[config.mk]
export PLATFORM = sky130hd
export DESIGN_NAME = smb_unit
export DESIGN_NICKNAME = d
export VERILOG_FILES = /design/src/rtl/smb_pkg.sv /design/src/rtl/smb_decode.sv /design/src/rtl/smb_sem_bank.sv /design/src/rtl/smb_mailbox.sv /design/src/rtl/smb_unit.sv
export SDC_FILE = /design/constraint.sdc
export NUM_CORES = 1
export LEC_CHECK = 0
export ABC_AREA = 1
export BUFFER_PORTS_ARGS = -buffer_cell sky130_fd_sc_hd__buf_4
export CAP_MARGIN = 20
export CORE_ASPECT_RATIO = 0.7
export CORE_UTILIZATION = 45
export DETAILED_ROUTE_END_ITERATION = 12
export MAX_ROUTING_LAYER = met4
export PLACE_DENSITY = 0.7
export SYNTH_ARGS = -nofsm -noshare
export SYNTH_HDL_FRONTEND = slang
export SYNTH_SLANG_ARGS = --single-unit
export TNS_END_PERCENT = 1
[constraint.sdc]
create_clock -name clk -period 1.1 [get_ports clk]
set_input_delay 0.055 -clock clk [delete_from_list [all_inputs] [get_ports clk]]
set_output_delay 0.055 -clock clk [all_outputs]
set_load 0.1 [all_outputs]
[src/rtl/smb_pkg.sv]
package smb_pkg;
    // register offsets on the host bus
    localparam int unsigned OFS_HSEM     = 32'h10;
    localparam int unsigned OFS_MASK     = 32'h14;
    localparam int unsigned OFS_CLR      = 32'h18;
    localparam int unsigned OFS_CSEM     = 32'h1C;
    localparam int unsigned OFS_MBOX     = 32'h20;
    localparam int unsigned MBOX_STRIDE  = 8;
    localparam int unsigned MBOX_REP_OFS = 4;
endpackage

[src/rtl/smb_decode.sv]
module smb_decode
    import smb_pkg::*;
#(
    parameter int unsigned AW  = 8,
    parameter int unsigned NCH = 3
) (
    input  logic           sel_i,
    input  logic           wr_i,
    input  logic [AW-1:0]  addr_i,
    output logic           hsem_we_o,
    output logic           mask_we_o,
    output logic           clr_we_o,
    output logic           hsem_re_o,
    output logic           mask_re_o,
    output logic           csem_re_o,
    output logic [NCH-1:0] cmd_we_o,
    output logic [NCH-1:0] cmd_re_o,
    output logic [NCH-1:0] rep_re_o
);
    logic wr_s;
    logic rd_s;

    always_comb begin
        wr_s      = sel_i & wr_i;
        rd_s      = sel_i & ~wr_i;
        hsem_we_o = wr_s && (addr_i == AW'(OFS_HSEM));
        mask_we_o = wr_s && (addr_i == AW'(OFS_MASK));
        clr_we_o  = wr_s && (addr_i == AW'(OFS_CLR));
        hsem_re_o = rd_s && (addr_i == AW'(OFS_HSEM));
        mask_re_o = rd_s && (addr_i == AW'(OFS_MASK));
        csem_re_o = rd_s && (addr_i == AW'(OFS_CSEM));
        for (int k = 0; k < NCH; k++) begin
            cmd_we_o[k] = wr_s && (addr_i == AW'(OFS_MBOX + k * MBOX_STRIDE));
            cmd_re_o[k] = rd_s && (addr_i == AW'(OFS_MBOX + k * MBOX_STRIDE));
            rep_re_o[k] = rd_s && (addr_i == AW'(OFS_MBOX + k * MBOX_STRIDE + MBOX_REP_OFS));
        end
    end
endmodule

[src/rtl/smb_sem_bank.sv]
module smb_sem_bank #(
    parameter int unsigned W = 16
) (
    input  logic         clk,
    input  logic         rst_n,
    input  logic [W-1:0] set_i,
    input  logic [W-1:0] clr_i,
    output logic [W-1:0] flags_o
);
    typedef struct packed {
        logic [W-1:0] flags;
    } bank_t;

    bank_t st_d, st_q;

    always_comb begin
        st_d       = st_q;
        // set is applied after clear so a colliding set survives
        st_d.flags = (st_q.flags & ~clr_i) | set_i;
    end

    always_ff @(posedge clk or negedge rst_n) begin
        if (!rst_n) st_q <= '0;
        else        st_q <= st_d;
    end

    assign flags_o = st_q.flags;
endmodule

[src/rtl/smb_mailbox.sv]
module smb_mailbox #(
    parameter int unsigned DW = 16
) (
    input  logic          clk,
    input  logic          rst_n,
    input  logic          cmd_we_i,
    input  logic [DW-1:0] cmd_wdata_i,
    input  logic          cmd_ack_i,
    input  logic          rep_we_i,
    input  logic [DW-1:0] rep_wdata_i,
    input  logic          rep_re_i,
    output logic [DW-1:0] cmd_o,
    output logic          pend_o,
    output logic [DW-1:0] rep_o,
    output logic          valid_o
);
    typedef struct packed {
        logic [DW-1:0] cmd;
        logic          pend;
        logic [DW-1:0] rep;
        logic          valid;
    } mbox_t;

    mbox_t st_d, st_q;

    always_comb begin
        st_d = st_q;
        if (cmd_ack_i) st_d.pend = 1'b0;
        if (cmd_we_i) begin
            st_d.cmd  = cmd_wdata_i;
            st_d.pend = 1'b1;
        end
        if (rep_re_i) st_d.valid = 1'b0;
        if (rep_we_i) begin
            st_d.rep   = rep_wdata_i;
            st_d.valid = 1'b1;
        end
    end

    always_ff @(posedge clk or negedge rst_n) begin
        if (!rst_n) st_q <= '0;
        else        st_q <= st_d;
    end

    assign cmd_o   = st_q.cmd;
    assign pend_o  = st_q.pend;
    assign rep_o   = st_q.rep;
    assign valid_o = st_q.valid;
endmodule

[src/rtl/smb_unit.sv]
module smb_unit
    import smb_pkg::*;
#(
    parameter int unsigned DW  = 16,
    parameter int unsigned NCH = 3,
    parameter int unsigned AW  = 8
) (
    input  logic              clk,
    input  logic              rst_n,
    input  logic              bus_sel,
    input  logic              bus_wr,
    input  logic [AW-1:0]     bus_addr,
    input  logic [DW-1:0]     bus_wdata,
    output logic [DW-1:0]     bus_rdata,
    output logic [DW-1:0]     hsem_o,
    input  logic [DW-1:0]     csem_set_i,
    output logic [NCH*DW-1:0] cmd_data_o,
    output logic [NCH-1:0]    cmd_pend_o,
    input  logic [NCH-1:0]    cmd_ack_i,
    input  logic [NCH-1:0]    rep_we_i,
    input  logic [DW-1:0]     rep_data_i,
    output logic              irq_o
);
    typedef struct packed {
        logic [DW-1:0] hsem;
        logic [DW-1:0] mask;
        logic          irq;
    } top_t;

    top_t top_d, top_q;

    logic                    hsem_we, mask_we, clr_we;
    logic                    hsem_re, mask_re, csem_re;
    logic [NCH-1:0]          cmd_we, cmd_re, rep_re;
    logic [DW-1:0]           clr_vec;
    logic [DW-1:0]           csem_q;
    logic [DW-1:0]           mask_cur;
    logic [NCH-1:0]          rep_valid;
    logic [NCH-1:0][DW-1:0]  cmd_w;
    logic [NCH-1:0][DW-1:0]  rep_w;

    smb_decode #(.AW(AW), .NCH(NCH)) u_dec (
        .sel_i     (bus_sel),
        .wr_i      (bus_wr),
        .addr_i    (bus_addr),
        .hsem_we_o (hsem_we),
        .mask_we_o (mask_we),
        .clr_we_o  (clr_we),
        .hsem_re_o (hsem_re),
        .mask_re_o (mask_re),
        .csem_re_o (csem_re),
        .cmd_we_o  (cmd_we),
        .cmd_re_o  (cmd_re),
        .rep_re_o  (rep_re)
    );

    assign clr_vec = clr_we ? bus_wdata : '0;

    smb_sem_bank #(.W(DW)) u_csem (
        .clk     (clk),
        .rst_n   (rst_n),
        .set_i   (csem_set_i),
        .clr_i   (clr_vec),
        .flags_o (csem_q)
    );

    for (genvar k = 0; k < NCH; k++) begin : g_mbox
        smb_mailbox #(.DW(DW)) u_mbox (
            .clk         (clk),
            .rst_n       (rst_n),
            .cmd_we_i    (cmd_we[k]),
            .cmd_wdata_i (bus_wdata),
            .cmd_ack_i   (cmd_ack_i[k]),
            .rep_we_i    (rep_we_i[k]),
            .rep_wdata_i (rep_data_i),
            .rep_re_i    (rep_re[k]),
            .cmd_o       (cmd_w[k]),
            .pend_o      (cmd_pend_o[k]),
            .rep_o       (rep_w[k]),
            .valid_o     (rep_valid[k])
        );
        assign cmd_data_o[k*DW +: DW] = cmd_w[k];
    end

    always_comb begin
        top_d = top_q;
        if (hsem_we) top_d.hsem = bus_wdata;
        if (mask_we) top_d.mask = bus_wdata;
        top_d.irq = (|(csem_q & ~top_q.mask)) | (|rep_valid);
    end

    always_ff @(posedge clk or negedge rst_n) begin
        if (!rst_n) top_q <= '0;
        else        top_q <= top_d;
    end

    always_comb begin
        bus_rdata = '0;
        if (hsem_re) bus_rdata = top_q.hsem;
        if (mask_re) bus_rdata = top_q.mask;
        if (csem_re) bus_rdata = csem_q;
        for (int k = 0; k < NCH; k++) begin
            if (cmd_re[k]) bus_rdata = cmd_w[k];
            if (rep_re[k]) bus_rdata = rep_w[k];
        end
    end

    assign mask_cur = top_q.mask;
    assign hsem_o   = top_q.hsem;
    assign irq_o    = top_q.irq;
endmodule

== After elaboration in Yosys (flattened, before gate mapping) ==
Cells that the tools add are included.

* Register bits after elaboration: 151
* Latch bits: 0
* Bits in writable memories: 0
* ROM bits: 0
* Output and inout port bits: 84
* Logic and storage cells: 80
* Memories: 0

* Add/sub/neg operators: 0
* Multiply operators: 0
* Divide/modulo/power cells: 0
* $lt $le $gt $ge: 0
* Eq/ne operators: 10
* Shift operators: 0
* Muxes and demuxes: 22
* Bitwise operators: 9
* Reductions and logical operators: 23

{| class="wikitable"
|+ Operators with widths
! kind !! count
|-
| $mux W16 || 10
|-
| $eq A8 B6 Y1 const B || 6
|-
| $and A16 B16 Y16 || 2
|-
| $eq A8 B5 Y1 const B || 4
|-
| $not A16 Y16 || 2
|-
| $or A16 B16 Y16 || 1
|-
| $reduce_or A16 Y1 || 1
|-
| $logic_and A1 B1 Y1 || 15
|-
| $mux W1 || 12
|-
| $reduce_bool A2 Y1 || 6
|-
| $reduce_or A3 Y1 || 1
|-
| $and A1 B1 Y1 || 2
|-
| $not A1 Y1 || 1
|-
| $or A1 B1 Y1 || 1
|}

== Depth between registers and ports, before layout ==
* Depth in word-level cells: 12
* Mapped depth: 14

== Cells and area by module ==
From an unflattened synthesis, not the netlist that was laid out.

* Cells, all modules: 1077
* Area, all modules: 8107.8 um^2

{| class="wikitable"
|+ By module, submodules not included
! module !! times used !! cells each !! area each (um^2)
|-
| smb_mailbox || 3 || 144 || 1340.0
|-
| smb_unit || 1 || 510 || 3219.3
|-
| smb_sem_bank || 1 || 80 || 640.6
|-
| smb_decode || 1 || 55 || 227.7
|}

== Worst setup path after synthesis ==
OpenSTA, ideal clock, no wires.

* Path kind: register to output
* From: register top_q (netlist bit hsem_o[14])
* To: output bus_rdata[14]
* Arrival: 2.046 ns
* Required time: 1.045 ns
* Path slack: -1.001 ns
* Cell stages (with the launch flop): 9
* Cell sequence: dfrtp_1 nand4_1 nand2_1 nand2_1 nand2_1 nand2_1 nand3_1 nand2_1 nand2_1

* Cells in the longest elaborated chain, start to end: 9

{| class="wikitable"
|+ RTL lines
! element !! line !! text
|-
| start, declared || smb_unit.sv:30 || <nowiki>top_t top_d, top_q;</nowiki>
|-
| start signal, assigned || smb_unit.sv:94 || <nowiki>else top_q <= top_d;</nowiki>
|-
| $mux W16 || smb_unit.sv:99 || <nowiki>if (hsem_re) bus_rdata = top_q.hsem;</nowiki>
|-
| $mux W16 || smb_unit.sv:100 || <nowiki>if (mask_re) bus_rdata = top_q.mask;</nowiki>
|-
| $mux W16 || smb_unit.sv:101 || <nowiki>if (csem_re) bus_rdata = csem_q;</nowiki>
|-
| $mux W16 || smb_unit.sv:103 || <nowiki>if (cmd_re[k]) bus_rdata = cmd_w[k];</nowiki>
|-
| $mux W16 || smb_unit.sv:104 || <nowiki>if (rep_re[k]) bus_rdata = rep_w[k];</nowiki>
|-
| $mux W16 || smb_unit.sv:103 ||
|-
| $mux W16 || smb_unit.sv:104 ||
|-
| $mux W16 || smb_unit.sv:103 ||
|-
| $mux W16 || smb_unit.sv:104 ||
|-
| end, declared || smb_unit.sv:14 || <nowiki>output logic [DW-1:0] bus_rdata,</nowiki>
|}

Every way passes these cells.

== Worst setup path after layout ==
* From: register top_q (netlist bit hsem_o[3])
* To: output bus_rdata[3]

The elaborated chain is that of the path after synthesis.

==> results.py <==
metrics = {
    "detailed_routing": {
        "wl_per_cell_um": 18.2,
        "vias": 7299,
        "viasPerCell": 5.25,
        "drt_first_pass_iters": 7,
        "ant_nets": 0,
        "drt-initial-drc-count": 537,
        "wl_um": 25300,
        "route.detailed.drc": 0,
    },
    "die": {
        "core_area_mm2": 0.0150,
        "fp.dieH_um": 106,
        "die-width_um": 151,
        "pin_count": 150,
        "die_area_mm2": 0.0161,
        "initial_core_util_pct": 46.8,
        "num_rows": 37,
    },
    "setup_path": {
        "rrSetupSlack_ns": -0.15,
        "cpMostUsedCell": "nor2_2",
        "crit_arrival_ns": 1.72,
        "crit_required_ns": 1.04,
        "crit_chain": "nand3_2 > o21ai_2 > nor2_2 > nand4_1 > nor2_2 > nand3_4 > buf_12",
        "start_kind": "flip-flop",
        "worst_r2r_endpoint": "irq_o",
        "cpMaxStageDelayCell": "dfrtp_4",
        "reg2regPathDepth": 6,
        "critPathMaxStageDelay_ns": 0.48,
        "worstSetupEndpointType": "output pin",
        "path_max_fanout": 2,
        "r2r-start": "u_csem.flags_o[2]",
        "path_class": "reg2out",
    },
    "flow_run": {
        "drv_cap": 0,
    },
    "sta": {
        "max_freq_ghz": 0.563,
        "final.setup.worst_slack_ns": -0.675,
        "finalSetupViolCount": 69,
        "finalMaxSlewViolations": 0,
        "hold_viol_final": 0,
        "relSlewSlack_pct": 63.6,
        "tightestPinTransition_ns": 0.543,
        "period_share_pct": 161,
        "skew_ns": 0.00775,
        "rsz0062_at_grt": "yes",
        "period_minus_slack_ns": 1.78,
    },
    "outcome": {
        "violations": "negative setup slack",
        "status": "finished, violations left",
    },
    "clock_tree": {
        "clock_latency_ns": 0.43,
        "post_cts_buffers": 0,
        "root_buffer": "clkbuf_16",
        "clk_pin_slew_ns": 0.06,
        "cts_tree": "done",
        "cts_buffers": 17,
        "clockBufferDepth": 2,
        "htree_levels": 4,
        "clkSinkCount": 151,
    },
    "global_route": {
        "grt_use_total_pct": 33.5,
        "grt_pass1_vias": 7595,
        "grt-ovfl-total": 0,
        "grt_pass1_wl_um": 39200,
        "grt_max_degree": 34,
        "antenna_found_initial": 0,
    },
    "power_and_ir_drop": {
        "power_uw": 14100,
        "power.internal_uw": 10300,
        "cellPowerDensity_mw_per_mm2": 1180,
        "seq_power_share_pct": 42.3,
        "p_clk_share_pct": 43.5,
        "pwr-share-comb_pct": 14.1,
        "p_sw_uw": 3790,
        "max-vdd-ir-drop_mv": 1.17,
        "switching_share_pct": 26.9,
        "leakage_uw": 0.00578,
    },
    "finish": {
        "fin_util_pct": 79.6,
        "antenna_cells": 0,
        "syn2layout_area_growth_pct": 69.8,
        "fill_cells": 962,
        "final_nets": 1249,
        "drive_gt1_share_pct": 37.1,
        "finalNonFillerCells": 1391,
    },
    "placed_design": {
        "portBuffers": 149,
        "place_inst": 1312,
        "gp_congestion": 0.967,
        "dpl.hpwl_um": 16100,
    },
    "worst_hold_path": {
        "hold_path_class": "in2reg",
        "whs_path_depth": 3,
        "hold_end": "mask_cur[0]",
        "min_from": "bus_wdata[0]",
    },
    "yosys": {
        "synth_cell_types": 28,
        "synth_seq_cells": 151,
        "synth_fp_nets": 950,
        "netlist.area_leader.share_pct": 53.9,
        "yosysTopAreaCell": "dfrtp_1",
        "ys_seq_area_share_pct": 53.9,
        "ys_warn_count": 0,
        "synthCells": 884,
        "netlist_area_mm2": 0.00701,
        "synth_area_per_cell_um2": 7.92,
        "synth_area_leaders": "dfrtp_1 (54%), nand2_1 (18%), o21ai_0 (7.1%)",
    },
}
## worst max-delay path: cells and delay by family (launching register included)
kind,cells,cell delay [ns]
flops,1,0.48
compound gates,1,0.05
buf+inv,1,0.18
simple gates,5,0.58
## flip-flops by register name, indices dropped and copies added (netlist names)
signal / flops
g_mbox.u_mbox.pend_o: 3
g_mbox.u_mbox.cmd_o: 48
g_mbox.u_mbox.rep_o: 48
irq_o: 1
u_csem.flags_o: 16
mask_cur: 16
g_mbox.u_mbox.valid_o: 3
hsem_o: 16
## cells in the final DEF (no fill, tap or decap), types with 2 or more instances in the layout
cell and instances:
o21ai_0 98, clkbuf_16 17, dfrtp_4 2, nand3_2 7, buf_6 48, or2_2 3, dlymetal6s4s_1 2, nand2_2 15
nand3_1 11, o21bai_1 15, inv_4 2, nand2_1 326, buf_12 90, buf_8 7, a21oi_1 12, clkinv_1 2
nor2_2 15, dlygate4sd3_1 45, nor2_1 41, inv_6 3, inv_1 71, clkbuf_1 2, nor4_1 2, o22ai_1 7
dfrtp_1 87, inv_2 11, dfrtp_2 62, nand2_4 4, nand3_4 13, nand4_1 19, bufinv_16 3, clkinvlp_4 2
nor2_4 5, o21ai_1 9, buf_4 127, clkinv_4 2, nor3_1 2
## how the worst max path moves through the flow
stage	from	to	slack [ns]
final	hsem_o[3]	bus_rdata[3]	-0.68
after global routing	hsem_o[14]	bus_rdata[14]	-0.73
after CTS	hsem_o[3]	bus_rdata[3]	-0.67
after detailed placement	bus_addr[1]	bus_rdata[11]	-0.68
after global placement	bus_addr[1]	bus_rdata[11]	-0.74
after floorplan	hsem_o[3]	bus_rdata[3]	-0.33
## power by group through the flow
stage	clock (uW)	combinational (uW)	sequential (uW)
5_1_grt	6380	2120	5980
4_1_cts	6170	1940	5950
6_report	6130	1990	5960
2_1_floorplan	0	367	6470
3_5_place_dp	0	1580	6030
3_3_place_gp	0	1560	6030
## routing by layer
metal | routed length (um) | GRT usage, %
met1 | 10300 | 41.3
met2 | 12800 | 55.6
met3 | 1570 | 5.84
met4 | 601 | 11.9
met5 | 0 | -
## synth_stat cells, drive strengths merged
library cell / count
o22ai: 7
o21ai: 108
buf: 16
or2: 3
dfrtp: 151
o21bai: 15
o2111ai: 1
inv: 83
a21o: 1
nand4: 19
nor3: 3
nor2: 61
clkbuf: 23
a21oi: 12
nand2: 345
nor4: 2
clkinv: 3
nand3: 31
## repair_timing
action,CTS,global route
gates resized for setup,279,41
pin swaps,1,6
hold buffers,47,0
setup endpoints to repair,85,85
hold endpoints to repair,227,0
## per-stage QoR
step	cell area [um2]	hold slack, ns	setup WS (ns)	TNS [ns]
CTS	11700	0.0000495	-0.672	-12.71
global route	11900	0.0186	-0.726	-14.75
global placement	9560	-0.0346	-0.738	-22.95
floorplan	7270	-0.241	-0.334	-4.03
finish	11900	0.00528	-0.675	-12.68
detailed placement	9560	-0.0294	-0.681	-24.71
## layout make-up
| cell class | count | area [um2] | share of cell area [%] |
|---|---|---|---|
| multi-input cells | 608 | 2970 | 25.0 |
| well taps | 195 | 244 | 2.05 |
| flip-flops and latches | 151 | 3860 | 32.5 |
| repair buffers | 319 | 3880 | 32.6 |
| clock buffers | 20 | 447 | 3.75 |
| inverters | 86 | 328 | 2.76 |
| clock inverters | 12 | 165 | 1.39 |
## logic make-up (layout without fill, tap and decap cells)
logic type	Yosys count	in the layout	share of synthesized area, %
DFF	151	151	53.9
buffers and inverters	125	437	7.55
AOI/OAI and AO/OA	144	144	11.0
and+or+nand+nor	464	464	27.5
Power figures use the tool's default switching activity.
